--- src/rtl/dreq_intc_pkg.sv ---
package dreq_intc_pkg;
    localparam int ADDR_W = 5;

    localparam logic [ADDR_W-1:0] A_T0_SET   = 5'd0;
    localparam logic [ADDR_W-1:0] A_T0_CLR   = 5'd1;
    localparam logic [ADDR_W-1:0] A_T1_SET   = 5'd2;
    localparam logic [ADDR_W-1:0] A_T1_CLR   = 5'd3;
    localparam logic [ADDR_W-1:0] A_T2_SET   = 5'd4;
    localparam logic [ADDR_W-1:0] A_T2_CLR   = 5'd5;
    localparam logic [ADDR_W-1:0] A_MSK_SET  = 5'd6;
    localparam logic [ADDR_W-1:0] A_MSK_CLR  = 5'd7;
    localparam logic [ADDR_W-1:0] A_WK_SET   = 5'd8;
    localparam logic [ADDR_W-1:0] A_WK_CLR   = 5'd9;
    localparam logic [ADDR_W-1:0] A_SEL_SET  = 5'd10;
    localparam logic [ADDR_W-1:0] A_SEL_CLR  = 5'd11;
    localparam logic [ADDR_W-1:0] A_RT_SET   = 5'd12;
    localparam logic [ADDR_W-1:0] A_RT_CLR   = 5'd13;
    localparam logic [ADDR_W-1:0] A_RISE     = 5'd14;
    localparam logic [ADDR_W-1:0] A_FALL     = 5'd15;
    localparam logic [ADDR_W-1:0] A_STAT0    = 5'd16;
    localparam logic [ADDR_W-1:0] A_STAT1    = 5'd17;
    localparam logic [ADDR_W-1:0] A_MSK_RD   = 5'd18;

    localparam logic [2:0] TRG_OFF  = 3'b000;
    localparam logic [2:0] TRG_RISE = 3'b001;
    localparam logic [2:0] TRG_FALL = 3'b010;
    localparam logic [2:0] TRG_BOTH = 3'b011;
    localparam logic [2:0] TRG_HIGH = 3'b101;
    localparam logic [2:0] TRG_LOW  = 3'b110;
endpackage

--- src/rtl/dreq_intc_sync.sv ---
module dreq_intc_sync #(
    parameter int W = 32
) (
    input  logic         clk,
    input  logic         rst_n,
    input  logic [W-1:0] raw,
    output logic [W-1:0] now_o,
    output logic [W-1:0] prev_o
);
    typedef struct packed {
        logic [W-1:0] s1;
        logic [W-1:0] s2;
        logic [W-1:0] s3;
    } sync_t;

    sync_t st_d, st_q;

    always_comb begin
        st_d.s1 = raw;
        st_d.s2 = st_q.s1;
        st_d.s3 = st_q.s2;
    end

    always_ff @(posedge clk or negedge rst_n) begin
        if (!rst_n) st_q <= '0;
        else        st_q <= st_d;
    end

    assign now_o  = st_q.s2;
    assign prev_o = st_q.s3;
endmodule

--- src/rtl/dreq_intc_trig.sv ---
module dreq_intc_trig
    import dreq_intc_pkg::*;
#(
    parameter int N = 32
) (
    input  logic [N-1:0] sig,
    input  logic [N-1:0] sig_prev,
    input  logic [N-1:0] t0,
    input  logic [N-1:0] t1,
    input  logic [N-1:0] t2,
    input  logic [N-1:0] sel,
    input  logic [N-1:0] rise_f,
    input  logic [N-1:0] fall_f,
    output logic [N-1:0] active,
    output logic [N-1:0] rise_hit,
    output logic [N-1:0] fall_hit
);
    for (genvar i = 0; i < N; i++) begin : g_src
        logic [2:0] code;
        logic       lvl;
        assign code = {t2[i], t1[i], t0[i]};

        always_comb begin
            lvl = 1'b0;
            case (code)
                TRG_HIGH: lvl = sig[i];
                TRG_LOW:  lvl = ~sig[i];
                TRG_RISE, TRG_FALL, TRG_BOTH: lvl = rise_f[i] | fall_f[i];
                default:  lvl = 1'b0;
            endcase
        end

        assign active[i]   = lvl & sel[i];
        assign rise_hit[i] = sig[i] & ~sig_prev[i] &
                             ((code == TRG_RISE) || (code == TRG_BOTH));
        assign fall_hit[i] = ~sig[i] & sig_prev[i] &
                             ((code == TRG_FALL) || (code == TRG_BOTH));
    end
endmodule

--- src/rtl/dreq_intc_regs.sv ---
module dreq_intc_regs
    import dreq_intc_pkg::*;
#(
    parameter int N = 32
) (
    input  logic              clk,
    input  logic              rst_n,
    input  logic              wr_en,
    input  logic [ADDR_W-1:0] wr_addr,
    input  logic [N-1:0]      wr_data,
    input  logic [N-1:0]      rise_hit,
    input  logic [N-1:0]      fall_hit,
    output logic [N-1:0]      t0_o,
    output logic [N-1:0]      t1_o,
    output logic [N-1:0]      t2_o,
    output logic [N-1:0]      mask_o,
    output logic [N-1:0]      wk_o,
    output logic [N-1:0]      sel_o,
    output logic [N-1:0]      rt_o,
    output logic [N-1:0]      rise_o,
    output logic [N-1:0]      fall_o
);
    typedef struct packed {
        logic [N-1:0] t0;
        logic [N-1:0] t1;
        logic [N-1:0] t2;
        logic [N-1:0] mask;
        logic [N-1:0] wk;
        logic [N-1:0] sel;
        logic [N-1:0] rt;
        logic [N-1:0] rise;
        logic [N-1:0] fall;
    } regs_t;

    regs_t rg_d, rg_q;

    function automatic logic [N-1:0] apply(input logic [N-1:0] cur,
                                           input logic         set_hit,
                                           input logic         clr_hit,
                                           input logic [N-1:0] bits);
        logic [N-1:0] v;
        v = cur;
        if (set_hit) v = v | bits;
        if (clr_hit) v = v & ~bits;
        return v;
    endfunction

    always_comb begin
        logic we_;
        we_ = wr_en;
        rg_d.t0   = apply(rg_q.t0,   we_ && wr_addr == A_T0_SET,  we_ && wr_addr == A_T0_CLR,  wr_data);
        rg_d.t1   = apply(rg_q.t1,   we_ && wr_addr == A_T1_SET,  we_ && wr_addr == A_T1_CLR,  wr_data);
        rg_d.t2   = apply(rg_q.t2,   we_ && wr_addr == A_T2_SET,  we_ && wr_addr == A_T2_CLR,  wr_data);
        rg_d.mask = apply(rg_q.mask, we_ && wr_addr == A_MSK_SET, we_ && wr_addr == A_MSK_CLR, wr_data);
        rg_d.wk   = apply(rg_q.wk,   we_ && wr_addr == A_WK_SET,  we_ && wr_addr == A_WK_CLR,  wr_data);
        rg_d.sel  = apply(rg_q.sel,  we_ && wr_addr == A_SEL_SET, we_ && wr_addr == A_SEL_CLR, wr_data);
        rg_d.rt   = apply(rg_q.rt,   we_ && wr_addr == A_RT_SET,  we_ && wr_addr == A_RT_CLR,  wr_data);
        // edge flags: clear first, fresh capture wins
        rg_d.rise = apply(rg_q.rise, 1'b0, we_ && wr_addr == A_RISE, wr_data) | rise_hit;
        rg_d.fall = apply(rg_q.fall, 1'b0, we_ && wr_addr == A_FALL, wr_data) | fall_hit;
    end

    always_ff @(posedge clk or negedge rst_n) begin
        if (!rst_n) rg_q <= '0;
        else        rg_q <= rg_d;
    end

    assign t0_o   = rg_q.t0;
    assign t1_o   = rg_q.t1;
    assign t2_o   = rg_q.t2;
    assign mask_o = rg_q.mask;
    assign wk_o   = rg_q.wk;
    assign sel_o  = rg_q.sel;
    assign rt_o   = rg_q.rt;
    assign rise_o = rg_q.rise;
    assign fall_o = rg_q.fall;
endmodule

--- src/rtl/dreq_intc.sv ---
module dreq_intc
    import dreq_intc_pkg::*;
#(
    parameter int N_SRC = 32
) (
    input  logic              clk,
    input  logic              rst_n,
    input  logic [N_SRC-1:0]  irq_in,
    input  logic              wr_en,
    input  logic [ADDR_W-1:0] wr_addr,
    input  logic [N_SRC-1:0]  wr_data,
    input  logic [ADDR_W-1:0] rd_addr,
    output logic [N_SRC-1:0]  rd_data,
    output logic              req0,
    output logic              req1,
    output logic              wake
);
    logic [N_SRC-1:0] sig_w, prev_w, act_w, rhit_w, fhit_w;
    logic [N_SRC-1:0] t0_w, t1_w, t2_w, mask_w, wk_w, sel_w, rt_w, rise_w, fall_w;
    logic [N_SRC-1:0] stat0_w, stat1_w;

    dreq_intc_sync #(.W(N_SRC)) sync_i (
        .clk(clk), .rst_n(rst_n), .raw(irq_in), .now_o(sig_w), .prev_o(prev_w)
    );

    dreq_intc_trig #(.N(N_SRC)) trig_i (
        .sig(sig_w), .sig_prev(prev_w), .t0(t0_w), .t1(t1_w), .t2(t2_w),
        .sel(sel_w), .rise_f(rise_w), .fall_f(fall_w),
        .active(act_w), .rise_hit(rhit_w), .fall_hit(fhit_w)
    );

    dreq_intc_regs #(.N(N_SRC)) regs_i (
        .clk(clk), .rst_n(rst_n), .wr_en(wr_en), .wr_addr(wr_addr), .wr_data(wr_data),
        .rise_hit(rhit_w), .fall_hit(fhit_w),
        .t0_o(t0_w), .t1_o(t1_w), .t2_o(t2_w), .mask_o(mask_w), .wk_o(wk_w),
        .sel_o(sel_w), .rt_o(rt_w), .rise_o(rise_w), .fall_o(fall_w)
    );

    assign stat0_w = act_w & mask_w & rt_w;
    assign stat1_w = act_w & mask_w & ~rt_w;
    assign req0    = |stat0_w;
    assign req1    = |stat1_w;
    assign wake    = |(act_w & mask_w & wk_w);

    always_comb begin
        case (rd_addr)
            A_T0_SET:  rd_data = t0_w;
            A_T1_SET:  rd_data = t1_w;
            A_T2_SET:  rd_data = t2_w;
            A_MSK_SET: rd_data = mask_w;
            A_WK_SET:  rd_data = wk_w;
            A_SEL_SET: rd_data = sel_w;
            A_RT_SET:  rd_data = rt_w;
            A_RISE:    rd_data = rise_w;
            A_FALL:    rd_data = fall_w;
            A_STAT0:   rd_data = stat0_w;
            A_STAT1:   rd_data = stat1_w;
            A_MSK_RD:  rd_data = mask_w;
            default:   rd_data = '0;
        endcase
    end
endmodule

--- config.mk ---
export PLATFORM = sky130hd
export DESIGN_NAME = dreq_intc
export DESIGN_NICKNAME = d
export VERILOG_FILES = /design/src/rtl/dreq_intc_pkg.sv /design/src/rtl/dreq_intc_sync.sv /design/src/rtl/dreq_intc_trig.sv /design/src/rtl/dreq_intc_regs.sv /design/src/rtl/dreq_intc.sv
export SDC_FILE = /design/constraint.sdc
export NUM_CORES = 1
export LEC_CHECK = 0
export BUFFER_PORTS_ARGS = -buffer_cell sky130_fd_sc_hd__clkbuf_2
export CORE_MARGIN = 8
export CORE_UTILIZATION = 35
export CTS_BUF_LIST = sky130_fd_sc_hd__clkbuf_4 sky130_fd_sc_hd__clkbuf_8 sky130_fd_sc_hd__clkbuf_16
export CTS_CLUSTER_SIZE = 40
export DETAILED_ROUTE_END_ITERATION = 16
export RECOVER_POWER = 25
export SLEW_MARGIN = 40
export SYNTH_ARGS = -nofsm -noshare
export SYNTH_HDL_FRONTEND = slang
export SYNTH_SLANG_ARGS = --single-unit
--- constraint.sdc ---
create_clock -name clk -period 2.1 [get_ports clk]
set_input_delay 0 -clock clk [delete_from_list [all_inputs] [get_ports clk]]
set_output_delay 0 -clock clk [all_outputs]
set_load 0.02 [all_outputs]
==> results list, run 1 <==
- The flow ran to the end, but the final reports show violations.
- The checks that failed: capacitance limit, slew limit, setup timing.
- Depth of the worst register-to-register path: 4
- Actual slew at the worst max-slew pin: 1590 ps
- Post-route cell area: roughly 23000 um2
* Number of antenna violations at the first check in global routing: 1
- Register area share after synthesis: a little over half
- In the global route stage, overall resource usage came out at 21.7%.
* Clock transition at the register clock pins on the worst setup and hold paths after CTS: ~60 ps
* Clock latency on the worst-skew pair: 570 ps
* Gate count after technology mapping: around 1.7k
- Total number of yosys warnings: 0
- Total count of hold-check failures in the final report: 0
- In this run the power density over the cells is around 1000 nW/um2.
- The die is ~240 um tall.
- Critical path startpoint category: register
- Detailed-router iteration count before antenna repair: 6
- Int Power: 16.2 mW
- During placement, the flow inserted port buffers numbering about 110.
- Floorplan row count: between 80 and 90
- Count of nets left with antenna violations after detail routing: 0
* Number of instances on the worst hold path: 2
* Slew margin rel.: -5.79%
* Unique cell type count in the Yosys netlist: 50
- Share of post-route cells with drive strength above 1: ~24%
- The H-tree generated during clock tree synthesis spans 2 levels.
- Yosys reg bits: approximately 380
* Number of vias after detailed routing: between 15k and 20k
* Switching Fraction: between 20 and 30%
- Compared with the post-synthesis result, the final layout area differs by 31.1%.
* EDFF count, synth: 0
- Max-cap violations in this run came to 1.
- The number of max-slew violations in the final report is 36.
* Setup repair after global routing missed its margin: true
- The path with the worst hold slack has its endpoint at sync_i.st_d[32].
- The total overflow left after global routing is 0.
- Fraction of power consumed by combinational cells: 19.8%
- The worst setup path is captured at a primary output.
- Max IR drop VDD: around 0.54 mV
- DRC errors left: 0
- In this run the static leakage power is 9.83 nW.
- Most area-hungry cell type in the Yosys netlist: sky130_fd_sc_hd__dfrtp_1
- In this run the clock root is driven by a sky130_fd_sc_hd__clkbuf_16.
* Number of top-level design ports: about 110
* Placed insts: about 2.5k
- Post-route clock period utilization: 126%
- Half-perimeter wire length of the detailed placement result: around 38 mm
- The first global-routing pass estimated between 90 and 100 mm of wire.
- The analysis attributes to net switching a power of slightly below 7 mW.
* Weighted congestion at the end of routability-driven global placement: 0.868
* Power share of the clock group: around a third
- End-of-flow core utilization: a little under half
- Data required time of the critical path: around 2100 ps
- Clock tree synthesis found a total of about 380 sinks.
- Setup violations remaining at the end of the flow were counted as 14.
* Minimum clock period after layout: ~2700 ps
* Sequential fraction of design power: between 40% and 50%
* Post-Synthesis Net Count: roughly 1.8k
- Yosys attributes the largest share of cell area to sky130_fd_sc_hd__dfrtp_1 (54%), sky130_fd_sc_hd__a21oi_1 (13%), sky130_fd_sc_hd__nor4bb_1 (3.6%), sky130_fd_sc_hd__a22oi_1 (3.2%), sky130_fd_sc_hd__a21o_1 (2.7%).
- Start-to-end type of the worst setup path: reg -> out
- Post-synth top area share: a little over half
* Core Footprint: approximately 50000 um2
- The startpoint identified for the worst hold timing path is irq_in[0].
- Area used by sequential logic in the layout: 9630 um2
- Setup slack of the critical path after layout: -554 ps
- CTS Buffer Depth: 3
* Worst setup slack for register-to-register paths: 870 ps
- Number of non-filler instances in the completed layout: 2686
* Violation count after the first detailed-routing iteration: around 1.6k
- Die Footprint: 58100 um2
- TritonCTS built the clock tree.
- The multi-input combinational cells in the finished layout cover a total of just over 8000 um2.
- Post-Synthesis Cell Area: roughly 18000 um2
- The die is between 200 and 250 um wide.
* Worst reg2reg path endpoint: regs_i.fall_o[5]
- Average instance area after synthesis: between 10 and 15 um2
- Of all flip-flops after synthesis, the portion carrying an async set or reset was between 90% and 100%.
- The initial utilization of the core area, before any placement, comes to roughly 35%.
* Avg WL per Cell: 24.0 um
- After detailed routing, the total wire length is roughly 64 mm.
- Among all flip-flop cells after synthesis, the most frequent one is sky130_fd_sc_hd__dfrtp_1.
- Final Skew: ~9.3 ps
- The number of global-route vias before repair was around 16k.
- Layout Nets: just over 2k
* Highest net fanout along the worst path: 5
- At the worst endpoint, the arrival time is between 2000 and 3000 ps.
* Class of the tightest hold or removal check: in -> reg
* CTS Buf Count: 42
- Placement-stage cell area: 19900 um2
- Entering global routing, the biggest net connects just under 80 pins.
- Routed vias/inst: around 6
* Layout filler cell count: 4669
- For this run, the top clock speed supported by timing is ~380 MHz.
==> layout by cell type, fill, tap and decap left out, types with 33 or more instances in the layout <==
cell type | Yosys | final
sky130_fd_sc_hd__a21o_1 | 63 | 63
sky130_fd_sc_hd__a21oi_1 | 452 | 450
sky130_fd_sc_hd__a221oi_1 | 38 | 34
sky130_fd_sc_hd__a22oi_1 | 75 | 75
sky130_fd_sc_hd__buf_4 | 4 | 147
sky130_fd_sc_hd__clkbuf_16 | 0 | 45
sky130_fd_sc_hd__clkbuf_2 | 0 | 81
sky130_fd_sc_hd__dfrtp_1 | 384 | 371
sky130_fd_sc_hd__dlygate4sd3_1 | 0 | 65
sky130_fd_sc_hd__mux2i_1 | 33 | 33
sky130_fd_sc_hd__nand2_1 | 108 | 107
sky130_fd_sc_hd__nand4_1 | 36 | 36
sky130_fd_sc_hd__nor4bb_1 | 63 | 63
==> cell usage after synthesis (all sizes together), types with 2 or more instances <==
master     n
a21oi    452
dfrtp    384
clkbuf   108
nand2    108
a22oi     75
a21o      63
nor4bb    63
buf       43
a221oi    38
nor2      38
nand3     36
nand4     36
mux2i     33
o21ai     32
xor2      30
nor3      22
mux2      18
and3      16
o211ai    16
o311ai    15
a211oi    14
nand2b    14
inv       12
nor4      11
nor2b     10
and3b      9
a222oi     7
a22o       5
o2111ai    5
or3        4
a32o       3
nor4b      3
o221ai     3
a2111oi    2
==> cell type report <==
class / instances / area share (%)
Tap cell: 672 / 3.62
Sequential cell: 384 / 41.4
Timing Repair Buffer: 353 / 13.2
Multi-Input combinational cell: 1188 / 35.0
Clock inverter: 16 / 1.04
Clock buffer: 60 / 5.55
Inverter: 12 / 0.194
Antenna cell: 1 / 0.0108
==> how the worst max path moves through the flow <==
stage | startpoint | end | depth (start not counted)
final | register | req1 | 7
after global routing | regs_i.fall_o[8] | req1 | 8
after CTS | sync_i.now_o[20] | wake | 9
after detailed placement | sync_i.now_o[20] | wake | 9
after global placement | regs_i.rise_o[20] | wake | 9
after floorplan | sync_i.now_o[22] | rd_data[22] | 4
==> cell families (layout without fill, tap and decap cells) <==
group,count (synthesis),after routing,share of synthesized area [%]
mux,51,51,3.01
xor+xnor,31,31,1.53
flops,384,384,54.3
simple gates,373,373,12.5
buf+inv,163,441,3.81
other cells,0,1,0
compound gates,733,733,24.9
==> per-stage QoR <==
stage / hold slack [ps] / total power [mW] / TNS (ps) / setup slack (ps)
after detailed placement: -31.6 / 14.1 / -141 / -86.9
final: 73.8 / 23.1 / -2290 / -554
after global routing: 79.5 / 24.2 / -7650 / -666
after CTS: 51.3 / 22.9 / -2510 / -584
after global placement: -32.3 / 14.0 / -99.0 / -89.5
after floorplan: -296 / 12.3 / 0 / 104
==> power groups by stage <==
stage | clock [mW] | sequential, mW | combinational [mW]
2_1_floorplan | 0 | 10.0 | 2.34
5_1_grt | 8.52 | 10.6 | 5.02
3_3_place_gp | 0 | 10.3 | 3.65
3_5_place_dp | 0 | 10.4 | 3.76
6_report | 8.11 | 10.5 | 4.58
4_1_cts | 8.25 | 10.3 | 4.35
==> routing by layer <==
metal | track usage (%) | part of all wire, %
met2 | 35.4 | 47
met1 | 28.0 | 40
met4 | 9.90 | 4.2
met3 | 4.02 | 8.5
met5 | 0 | 0
==> what timing repair did <==
action                                  4_1_cts  5_1_grt
hold buffers                                 66        0
hold endpoints to repair                    704        0
gates cloned                                  0        0
endpoints found under the setup margin       30       33
gates resized for setup                     124       79
pin swaps                                    28       32
setup buffers                                36       20
==> worst max-delay path: stages (launching register included) <==
cell and delay (ps):
sky130_fd_sc_hd__dfrtp_1 410, sky130_fd_sc_hd__o211ai_1 300, sky130_fd_sc_hd__a211oi_4 90, sky130_fd_sc_hd__nor2b_1 160
sky130_fd_sc_hd__a2111o_1 410, sky130_fd_sc_hd__nor4_2 230, sky130_fd_sc_hd__nand4_1 240, sky130_fd_sc_hd__clkbuf_8 230
(Power assumes the default switching activity.)
==> inputs of run 2 (changes only) <==
Settings changed: CORE_UTILIZATION 35 to 56, PLACE_DENSITY set to 0.74.
==> run 2 against run 1 <==
  * The run still ends with capacitance limit, slew limit, setup timing left
  * Clock skew about the same
  * Sequential share of layout area up 1.4 points
  * Worst setup slack worse by 77 ps
  * Sequential cell count unchanged
  * Count of clock-buffer cells in the layout shrank 2
  * Combinational power is 4.6% lower
  * Critical path depth stayed put
  * Critical path type unchanged
  * Largest power group unchanged
==> results list, run 2 (synthesis results as in run 1) <==
- Count of nets left with antenna violations after detail routing: 0
- Relative to the synthesized area, the layout overhead comes to 26.7%.
* Data arrival time at the worst-slack endpoint: around 2700 ps
* Max-cap check violation count: 1
- Most common library cell in the layout ignoring fill and taps: sky130_fd_sc_hd__a21oi_1
- Failing checks: capacitance limit, slew limit, setup timing
* # diodes: 0
- After clock tree synthesis, the clock-pin slew on the worst setup and hold paths is around 60 ps.
* Die Footprint: about 38000 um2
- Number of antenna violations at the first check in global routing: 0
- The final critical path takes up 130% of the cycle.
* H-tree Lvls: 2
- Leaving out fill and tap cells, the most frequent cells in the layout are sky130_fd_sc_hd__a21oi_1 (450), sky130_fd_sc_hd__dfrtp_1 (376), sky130_fd_sc_hd__buf_4 (128), sky130_fd_sc_hd__nand2_1 (106), sky130_fd_sc_hd__clkbuf_2 (82).
* Final Skew: 9.51 ps
- Layout filler cell count: 2197
- Starting Density: ~56%
- In the routed design, unresolved DRC markers number 0.
* Highest net fanout along the worst path: 4
- Vias in the first global route: around 16k
* Final-layout setup total negative slack: -1780 ps
- Share of post-route cells with drive strength above 1: between 20% and 30%
- The worst pin sits at a relative slew slack of -31.8%.
- The number of max-slew violations in the final report was 67.
- In this design, the stage delay of the slowest critical-path cell is 440 ps.
- The worst setup path is captured at a primary output.
* Actual slew at the worst max-slew pin: slightly below 2000 ps
* Class of the tightest hold or removal check: in -> reg
- Weighted congestion at the end of routability-driven global placement: between 0.9 and 1
- The first global-routing pass estimated roughly 93 mm of wire.
- The final route contains roughly 16k vias.
- Placement-stage cell area: ~19000 um2
* CTS Buffer Depth: 3
- On the critical path, the stage with the largest delay is an instance of sky130_fd_sc_hd__dfrtp_2.
- Layout Nets: between 2k and 2.5k
- Clock latency on the worst-skew pair: approximately 540 ps
* Half-perimeter wire length of the detailed placement result: 35.8 mm
- Clock sinks: 384
- Horizontal extent of the die: ~190 um
* Total routed wirelength: around 61 mm
- Setup repair after global routing missed its margin: true
* Routed vias/inst: between 6 and 7
- Data on the critical path is required at its endpoint by 2100 ps.
- CTS tree: yes
- After floorplanning, the core was divided into 65 placement rows.
- Total global routing overflow: 0
- In this run the tool buffered the top-level ports with 111 buffer cells.
- Entering global routing, the biggest net connects 70 pins.
- LEAKAGE: roughly 9.6 nW
- Across all hold checks on the routed design, the worst slack comes to ~93 ps.
* Avg WL per Cell: 25.3 um
- The run finished, with violations left.
- Summing all non-filler instances in the final layout gives an area of roughly 22000 um2.
- STA classifies the critical path startpoint as a register.
- The final hold violation count is 0.
- After floorplanning, the core was sized to cover roughly 31000 um2.
* Minimum clock period after layout: 2730 ps
* Max Clock Freq: between 300 and 400 MHz
- By startpoint and endpoint, the worst setup path is classified as reg -> out.
- Global routing consumed, over all layers together, between 30% and 40% of the routing resources.
* Number of top-level design ports: between 100 and 150
* Die height: about 190 um
- Violation count after the first detailed-routing iteration: between 2k and 2.5k
* Ratio of total power to cell area: roughly 1000 nW/um2
- The worst-case IR drop observed on VDD is slightly above 0.8 mV.
- For flop-to-flop paths, the worst setup slack is ~900 ps.
- Clock Root Buffer: sky130_fd_sc_hd__clkbuf_16
- In the post-route analysis, the smallest setup slack over all paths is -631 ps.
- Cell-by-cell trace of the critical path: o311ai_4, nor4_4, nor2b_4, a2111o_1, nor4_2, nand4_1, buf_6
- Number of setup violations in the final report: 8
* Detailed-router iteration count before antenna repair: 8
* Total Power Consumption: 22.5 mW
- Counting the buffers created by CTS gives 42.
==> run 2: cell types whose count changed in the layout (fill, tap and decap cells not counted), moves of 3 or more <==
cell	change
sky130_fd_sc_hd__buf_2	+4
sky130_fd_sc_hd__clkinv_2	+3
sky130_fd_sc_hd__buf_4	-19
sky130_fd_sc_hd__dfrtp_2	-5
sky130_fd_sc_hd__buf_12	-7
sky130_fd_sc_hd__dfrtp_1	+5
sky130_fd_sc_hd__clkbuf_16	-3
sky130_fd_sc_hd__o311ai_4	+3
sky130_fd_sc_hd__clkbuf_1	+4
sky130_fd_sc_hd__nand3_2	-6
sky130_fd_sc_hd__clkbuf_8	-8
sky130_fd_sc_hd__nand3_1	+6
==> run 2: worst paths after layout <==
path                                  from                end  cells past startpoint
max reg2reg                       register  regs_i.rise_o[16]                      4
min                             irq_in[17]    sync_i.st_d[49]                      2
min in group asynchronous            rst_n    sync_i.st_d[57]                      2
max                               register               req1                      7
max in group asynchronous            rst_n          async pin                      3
min reg2reg                sync_i.st_d[52]   sync_i.now_o[20]                      0
==> run 2: through the flow <==
step                      worst slack [ps]  util, %  std cells
after floorplan                        104        -       1735
after global placement                -282     61.7       2215
after detailed placement              -104     61.7       2215
after CTS                             -588     70.3       2374
after global routing                  -677     71.5       2391
final                                 -631     71.5       2391
==> run 2: area by class of cell <==
type / instances / area [um2] / share of cell area [%]
multi-input combinational: 1188 / 8130 / 36.2
sequential: 384 / 9620 / 42.9
tap: 402 / 503 / 2.24
timing repair buffer: 329 / 2710 / 12.1
inverter: 12 / 45.0 / 0.201
clock inverter: 18 / 214 / 0.953
clock buffer: 58 / 1220 / 5.44
==> run 2: critical path, delay by kind of cell (launching register included) <==
kind                   cells  cell delay (ps)
and+or+nand+nor            4              780
AOI/OAI and AO/OA          2              720
DFF                        1              440
buffers and inverters      1              240
==> run 2: layer usage <==
metal  GRT usage, %  up-vias  part of all wire, %
met4           15.3        0                  4.8
met3           6.98      254                   12
met1           41.1     7923                   37
met5              0        -                    0
li1               -     6966                    -
met2           48.5     1178                   46
==> run 2: report_power, final <==
part           leakage [nW]  switching, mW  internal [mW]  total [mW]
sequential             4.64           1.64           8.86        10.5
combinational          4.24           2.20           2.17        4.37
clock                 0.720           3.01           4.57        7.59
total                  9.60           6.86           15.6        22.5
==> run 2: timing repair <==
item	in CTS	in global routing
hold endpoints to repair	704	0
pin swaps	25	33
hold buffers	65	0
endpoints found under the setup margin	19	33
resized for setup	94	95
setup buffers	20	19
